## config.mk

```make
export PLATFORM = sky130hd
export DESIGN_NAME = adc_serial_frontend
export DESIGN_NICKNAME = d
export VERILOG_FILES = /design/src/rtl/adcsp_pkg.sv /design/src/rtl/adcsp_edge.sv /design/src/rtl/adcsp_seq.sv /design/src/rtl/adcsp_lane.sv /design/src/rtl/adc_serial_frontend.sv
export SDC_FILE = /design/constraint.sdc
export NUM_CORES = 1
export LEC_CHECK = 0
export BUFFER_PORTS_ARGS = -buffer_cell sky130_fd_sc_hd__buf_2
export CAP_MARGIN = 40
export CORE_MARGIN = 10
export CORE_UTILIZATION = 58
export DETAILED_ROUTE_END_ITERATION = 12
export GPL_TIMING_DRIVEN = 0
export PLACE_DENSITY = 0.8
export SLEW_MARGIN = 20
export SYNTH_ARGS = -nofsm -noshare
export SYNTH_HDL_FRONTEND = slang
export SYNTH_HIERARCHICAL = 1
export SYNTH_SLANG_ARGS = --single-unit
```

## constraint.sdc

```tcl
create_clock -name clk -period 2.45 [get_ports clk]
set_input_delay 0 -clock clk [delete_from_list [all_inputs] [get_ports clk]]
set_output_delay 0 -clock clk [all_outputs]
set_load 0.05 [all_outputs]
```

## src/rtl/adcsp_pkg.sv

```systemverilog
package adcsp_pkg;

  typedef enum logic [1:0] {SLOT_ZERO, SLOT_OWN, SLOT_OTHER} slot_kind_e;

  typedef struct packed {
    slot_kind_e  kind;
    logic [7:0]  idx;   // bit index inside the result, MSB = res-1
  } slot_t;

  // Maps a frame position to what the lane shows there.
  function automatic slot_t classify(int unsigned pos, int unsigned lead,
                                     int unsigned res, int unsigned trail);
    int unsigned half;
    int unsigned p;
    slot_t s;
    half   = lead + res + trail;
    s.kind = SLOT_ZERO;
    s.idx  = '0;
    p      = (pos >= half) ? pos - half : pos;
    if (p >= lead && p < lead + res) begin
      s.kind = (pos >= half) ? SLOT_OTHER : SLOT_OWN;
      s.idx  = 8'(res - 1 - (p - lead));
    end
    return s;
  endfunction

endpackage

```

## src/rtl/adcsp_edge.sv

```systemverilog
module adcsp_edge #(
  parameter bit RST_LEVEL = 1'b1,
  parameter bit WANT_RISE = 1'b0
) (
  input  logic clk,
  input  logic rst_n,
  input  logic din,
  output logic edge_o
);
  logic prev_q;

  always_ff @(posedge clk) begin
    if (!rst_n) prev_q <= RST_LEVEL;
    else        prev_q <= din;
  end

  generate
    if (WANT_RISE) begin : g_rise
      assign edge_o = ~prev_q & din;
    end else begin : g_fall
      assign edge_o = prev_q & ~din;
    end
  endgenerate
endmodule

```

## src/rtl/adcsp_seq.sv

```systemverilog
module adcsp_seq #(
  parameter int KEEP_EDGES   = 10,
  parameter int CONV_EDGES   = 14,
  parameter int FRAME_EDGES  = 32,
  parameter int QUIET_CYCLES = 6,
  parameter int CNT_W        = 6
) (
  input  logic             clk,
  input  logic             rst_n,
  input  logic             cs_fall,
  input  logic             cs_rise,
  input  logic             sclk_fall,
  output logic             start,
  output logic             active,
  output logic [CNT_W-1:0] cnt,
  output logic             pwr_down,
  output logic             early_err
);
  localparam int QW = $clog2(QUIET_CYCLES + 1);

  logic             active_q;
  logic [CNT_W-1:0] cnt_q;
  logic [QW-1:0]    quiet_q;
  logic             pd_q;
  logic             err_q;

  // Named events for the checks below.
  logic ready, reject, count_ev, end_ev, release_ev, off_ev, conv_done_ev;
  assign ready        = !active_q && (quiet_q == '0);
  assign start        = cs_fall && ready;
  assign reject       = cs_fall && !ready;
  assign release_ev   = active_q && cs_rise;
  assign count_ev     = active_q && sclk_fall && !cs_rise;
  assign end_ev       = count_ev && (cnt_q == CNT_W'(FRAME_EDGES - 1));
  assign conv_done_ev = count_ev && (cnt_q == CNT_W'(CONV_EDGES - 1));
  assign off_ev       = end_ev || release_ev;

  always_ff @(posedge clk) begin
    if (!rst_n) begin
      active_q <= 1'b0;
      cnt_q    <= '0;
      quiet_q  <= '0;
      pd_q     <= 1'b0;
      err_q    <= 1'b0;
    end else begin
      err_q <= reject;
      if (start) begin
        active_q <= 1'b1;
        cnt_q    <= '0;
      end else if (release_ev) begin
        active_q <= 1'b0;
      end else if (count_ev) begin
        cnt_q <= cnt_q + 1'b1;
        if (end_ev) active_q <= 1'b0;
      end
      if (off_ev)              quiet_q <= QW'(QUIET_CYCLES);
      else if (quiet_q != '0)  quiet_q <= quiet_q - 1'b1;
      if (release_ev && (cnt_q < CNT_W'(KEEP_EDGES))) pd_q <= 1'b1;
      else if (conv_done_ev)                         pd_q <= 1'b0;
    end
  end

  assign active    = active_q;
  assign cnt       = cnt_q;
  assign pwr_down  = pd_q;
  assign early_err = err_q;

  assert_start_clean_R2: assert property (@(posedge clk) disable iff (!rst_n)
    start |=> (active_q && cnt_q == '0));
  assert_frame_cap_R6: assert property (@(posedge clk) disable iff (!rst_n)
    active_q |-> (cnt_q < CNT_W'(FRAME_EDGES)));
  assert_release_off_R7: assert property (@(posedge clk) disable iff (!rst_n)
    cs_rise |=> !active_q);
  assert_pd_set_R8: assert property (@(posedge clk) disable iff (!rst_n)
    (release_ev && cnt_q < CNT_W'(KEEP_EDGES)) |=> pd_q);
  assert_pd_hold_R9: assert property (@(posedge clk) disable iff (!rst_n)
    (release_ev && cnt_q >= CNT_W'(KEEP_EDGES) && cnt_q < CNT_W'(CONV_EDGES))
      |=> (pd_q == $past(pd_q)));
  assert_pd_clear_R10: assert property (@(posedge clk) disable iff (!rst_n)
    conv_done_ev |=> !pd_q);
  assert_early_ignored_R11: assert property (@(posedge clk) disable iff (!rst_n)
    reject |=> (!active_q && err_q));
endmodule

```

## src/rtl/adcsp_lane.sv

```systemverilog
module adcsp_lane
  import adcsp_pkg::*;
#(
  parameter int RES_BITS    = 12,
  parameter int LEAD_ZEROS  = 2,
  parameter int TRAIL_ZEROS = 2,
  parameter int CNT_W       = 6
) (
  input  logic                clk,
  input  logic                rst_n,
  input  logic                en,
  input  logic [CNT_W-1:0]    cnt,
  input  logic [RES_BITS-1:0] own_code,
  input  logic [RES_BITS-1:0] other_code,
  output logic                dout
);
  localparam int IW = $clog2(RES_BITS);

  slot_t slot;
  logic  bit_val;

  always_comb begin
    slot = classify(32'(cnt), LEAD_ZEROS, RES_BITS, TRAIL_ZEROS);
    case (slot.kind)
      SLOT_OWN:   bit_val = own_code[slot.idx[IW-1:0]];
      SLOT_OTHER: bit_val = other_code[slot.idx[IW-1:0]];
      default:    bit_val = 1'b0;
    endcase
  end

  assign dout = en & bit_val;

  assert_lead_zero_R2: assert property (@(posedge clk) disable iff (!rst_n)
    (en && 32'(cnt) < LEAD_ZEROS) |-> (dout == 1'b0));
endmodule

```

## src/rtl/adc_serial_frontend.sv

```systemverilog
module adc_serial_frontend #(
  parameter int RES_BITS     = 12,
  parameter int LEAD_ZEROS   = 2,
  parameter int TRAIL_ZEROS  = 2,
  parameter int KEEP_EDGES   = 10,
  parameter int QUIET_CYCLES = 6
) (
  input  logic                clk,
  input  logic                rst_n,
  input  logic                cs_n,
  input  logic                sclk,
  input  logic                twos_mode,
  input  logic [RES_BITS-1:0] sample_a,
  input  logic [RES_BITS-1:0] sample_b,
  output logic                dout_a,
  output logic                dout_b,
  output logic                dout_en,
  output logic                pwr_down,
  output logic                early_err
);
  localparam int CONV_EDGES  = LEAD_ZEROS + RES_BITS;
  localparam int FRAME_EDGES = 2 * (LEAD_ZEROS + RES_BITS + TRAIL_ZEROS);
  localparam int CNT_W       = $clog2(FRAME_EDGES + 1);

  function automatic logic [RES_BITS-1:0] encode(logic [RES_BITS-1:0] raw, logic twos);
    logic [RES_BITS-1:0] c;
    c = raw;
    c[RES_BITS-1] = raw[RES_BITS-1] ^ twos;
    return c;
  endfunction

  logic cs_fall, cs_rise, sclk_fall;

  adcsp_edge #(.RST_LEVEL(1'b1), .WANT_RISE(1'b0)) u_cs_fall (
    .clk(clk), .rst_n(rst_n), .din(cs_n), .edge_o(cs_fall));
  adcsp_edge #(.RST_LEVEL(1'b1), .WANT_RISE(1'b1)) u_cs_rise (
    .clk(clk), .rst_n(rst_n), .din(cs_n), .edge_o(cs_rise));
  adcsp_edge #(.RST_LEVEL(1'b1), .WANT_RISE(1'b0)) u_sclk_fall (
    .clk(clk), .rst_n(rst_n), .din(sclk), .edge_o(sclk_fall));

  logic             start, active;
  logic [CNT_W-1:0] cnt;

  adcsp_seq #(
    .KEEP_EDGES(KEEP_EDGES), .CONV_EDGES(CONV_EDGES), .FRAME_EDGES(FRAME_EDGES),
    .QUIET_CYCLES(QUIET_CYCLES), .CNT_W(CNT_W)
  ) u_seq (
    .clk(clk), .rst_n(rst_n), .cs_fall(cs_fall), .cs_rise(cs_rise),
    .sclk_fall(sclk_fall), .start(start), .active(active), .cnt(cnt),
    .pwr_down(pwr_down), .early_err(early_err));

  logic [RES_BITS-1:0] code_q [2];

  always_ff @(posedge clk) begin
    if (!rst_n) begin
      code_q[0] <= '0;
      code_q[1] <= '0;
    end else if (start) begin
      code_q[0] <= encode(sample_a, twos_mode);
      code_q[1] <= encode(sample_b, twos_mode);
    end
  end

  logic [1:0] lane_out;

  generate
    for (genvar g = 0; g < 2; g++) begin : g_lane
      adcsp_lane #(
        .RES_BITS(RES_BITS), .LEAD_ZEROS(LEAD_ZEROS),
        .TRAIL_ZEROS(TRAIL_ZEROS), .CNT_W(CNT_W)
      ) u_lane (
        .clk(clk), .rst_n(rst_n), .en(active), .cnt(cnt),
        .own_code(code_q[g]), .other_code(code_q[1-g]), .dout(lane_out[g]));
    end
  endgenerate

  assign dout_a  = lane_out[0];
  assign dout_b  = lane_out[1];
  assign dout_en = active;

  assert_idle_quiet_R1: assert property (@(posedge clk) disable iff (!rst_n)
    !dout_en |-> (!dout_a && !dout_b));
endmodule

```

==> results.tsv <==
metric	value	unit
sequentialPowerShare	0.487	
min_period_over_period	0.950	
htree_levels	2	
numCtsBuffers	5	
crit_path_end_kind	output port	
root_buffer	clkbuf_8	
grt_overflow	0	
max_slew_margin	0.631	
cts_num_sinks	39	
hpwlAfterDp	4880	um
synth_top_area_share	0.265	
synth_edf_count	24	
synth_area_per_cell	9.14	sq um
drv_slew	0	
switchingPower	524	uW
via_per_inst	6.45	
cp_max_fo	19	
grt_max_degree	24	
synth_cells	298	
gp_congestion	1.00	
die_h	88.5	um
fin_nets	376	
wl	6710	um
cp-endpoint	dout_a	
synth_seq_cells	39	
multiInputGateArea	0.00157	sq mm
path_class	reg2out	
fin_cells	394	
antenna_cells	0	
rsz0062_at_grt	false	
regArea	0.00102	sq mm
clkPwrFrac	0.301	
synthArstFlopShare	0	
setup-tns-final	0	ps
p_leak	1.23	nW
syn2layout_area_growth	14.1	%
synth_nets	333	
r2r_slack	270	ps
yosysTopAreaCell	edfxtp_1	
die_x	88.5	um
cts_tree	yes	
clk_latency	290	ps
hold_violations	0	
first_pass_iters	5	
synthesis.area	0.00272	sq mm
setup_viol	0	
drtAntennaViolNets	0	
worst_slew_pin_slew	552	ps
track_usage	0.174	
rows	24	
min_period	2330	ps
vias	2541	
ys.flop_type	edfxtp_1	
fillers	361	
initial_core_util	0.613	
startpoint	u_seq/cnt[1]$_SDFFE_PP0P_	
maxCapViolCount	0	
timing.rr.start	u_seq/quiet_q[1]$_SDFFE_PN0P_	
internal-power	1.30	mW
layout_setup_ws	123	ps
yosys-top-cells-area	edfxtp_1 (26%), dfxtp_1 (11%), and3_1 (6.2%)	
numPortBuffers	33	
clock.fmax	0.430	GHz
status	complete, no violations	
pre_cts_ws	222	ps
detail_route.wl_per_cell	17.0	um
ff2ff_path_depth	7	
cp.arrival	2330	ps
cts.path.max_buffers	2	
clk_pin_slew_worst_paths	80	ps
r2r-end	code_q[0][6]$_SDFFCE_PN0P_	
grt_pass1_wl	10900	um
synth.distinct_cells	58	
io_pins	34	
skew	4.86	ps
coreArea	0.00444	sq mm
dieArea	0.00783	sq mm
ir_worst_vdd	387	uV
first_iter_violations	265	
antenna_found_initial	0	
dp_cells	384	
synth_seq_area_share	0.375	
power.share.combinational	0.212	
first_global_vias	2294	
yosysWarnings	6	
cp.required	2450	ps
hp-class	in2reg	
switching_share	0.286	
cp-start-kind	flop	
route.detailed.drc	0	
drive_gt1_frac	0.231	
power_per_cell_area	589	mW/mm^2
## cells in the final DEF (no fill, tap or decap), types with 3 or more instances in the layout
| cell | count |
|---|---|
| clkbuf_8 | 6 |
| xnor2_1 | 4 |
| inv_1 | 14 |
| or4_1 | 3 |
| dfxtp_1 | 12 |
| a211oi_1 | 3 |
| mux2i_1 | 5 |
| a2bb2oi_1 | 4 |
| nor2b_1 | 4 |
| nand4_1 | 5 |
| dfxtp_2 | 3 |
| buf_2 | 42 |
| o31ai_1 | 4 |
| o21ai_0 | 15 |
| edfxtp_1 | 24 |
| and2_1 | 5 |
| clkbuf_1 | 4 |
| nand4b_1 | 5 |
| nand3_1 | 12 |
| a21oi_1 | 23 |
| ha_1 | 6 |
| nor3b_1 | 8 |
| nand2b_1 | 6 |
| a31oi_1 | 3 |
| and3_1 | 27 |
| nor2_1 | 11 |
| nand2_1 | 16 |
| buf_4 | 3 |
| o221ai_1 | 6 |
## registers in the layout, summed over array words and instances (netlist names)
| register | flops |
|---|---|
| u_sclk_fall/prev_q | 1 |
| u_cs_rise/prev_q | 1 |
| u_seq/quiet_q | 3 |
| u_cs_fall/prev_q | 1 |
| u_seq/active | 1 |
| u_seq/cnt | 6 |
| code_q | 24 |
| u_seq/pwr_down | 1 |
| u_seq/early_err | 1 |
## routing by layer
layer / track usage / part of all wire / vias up
li1: - / - / 1222
met1: 0.241 / 0.45 / 1198
met2: 0.268 / 0.46 / 115
met3: 0.0368 / 0.078 / 6
met4: 0.0455 / 0.010 / 0
met5: 0 / 0 / -
## worst min-delay path by stage
stage / startpoint / to / slack [ps] / cells past startpoint
after floorplan: rst_n / u_cs_fall/prev_q$_SDFF_PN1_ / 70 / 1
after global placement: sclk / u_sclk_fall/prev_q$_SDFF_PN1_ / 200 / 2
after detailed placement: sclk / u_sclk_fall/prev_q$_SDFF_PN1_ / 200 / 2
after CTS: sample_a[9] / code_q[0][9]$_SDFFCE_PN0P_ / 10 / 2
after global routing: sample_a[10] / code_q[0][10]$_SDFFCE_PN0P_ / 10 / 2
final: sample_a[8] / code_q[0][8]$_SDFFCE_PN0P_ / 20 / 2
## cells by family (layout without fill, tap and decap cells)
group,after synthesis,count (layout),synth area share
AND/OR/NAND/NOR,128,128,0.289
buffers and inverters,30,74,0.0496
AO/OA/AOI/OAI,86,86,0.227
XOR/XNOR,4,4,0.0129
flip-flops,39,39,0.375
multiplexers,5,5,0.0184
adder cells (fa/ha/maj),6,6,0.0276
## per-stage QoR
| step | hold slack [ps] | util | power (mW) | area (sq um) |
|---|---|---|---|---|
| final | 24.8 | 0.699 | 1.83 | 3110 |
| after detailed placement | 200 | 0.667 | 1.28 | 2960 |
| after floorplan | 73.0 | - | 1.15 | 2720 |
| after CTS | 14.7 | 0.699 | 1.83 | 3110 |
| after global placement | 200 | 0.664 | 1.27 | 2950 |
| after global routing | 13.2 | 0.699 | 1.91 | 3110 |
## cells in the mapped netlist (all sizes together) (5+ instances only)
cell type,count
and3,27
edfxtp,24
a21oi,23
nand2,17
dfxtp,15
o21ai,15
inv,14
nand3,14
nor2,13
buf,12
nor3b,8
ha,6
nand2b,6
o221ai,6
and2,5
mux2i,5
nand4,5
nand4b,5
nor2b,5
or2,5
## power by group through the flow
| stage | Sequential, mW | Clock [mW] | Combinational (mW) |
|---|---|---|---|
| detailed placement | 0.900 | 0 | 0.381 |
| floorplan | 0.883 | 0 | 0.266 |
| CTS | 0.886 | 0.556 | 0.385 |
| global route | 0.900 | 0.585 | 0.429 |
| finish | 0.889 | 0.551 | 0.388 |
| global placement | 0.902 | 0 | 0.363 |
## critical path: stages, from the launching register on
cell,delay (ps)
dfxtp_2,570
ha_1,270
o21ai_0,100
a2bb2oi_1,160
nor4b_1,290
o221ai_1,210
o311ai_2,120
buf_2,310
## area by class of cell
class	instances	share of cell area
timing repair buffer	36	0.0633
tap	52	0.0210
sequential	39	0.330
clock buffer	6	0.0266
multi-input combinational	229	0.504
inverter	14	0.0169
clock inverter	2	0.0113
buffer	16	0.0266
## repair_timing
| action | 4_1_cts | 5_1_grt |
|---|---|---|
| endpoints found under the setup margin | 2 | 0 |
| setup buffers | 0 | 0 |
| hold buffers | 2 | 0 |
| gates resized for setup | 3 | 0 |
| endpoints found under the hold margin | 4 | 0 |
(Power assumes the default switching activity.)
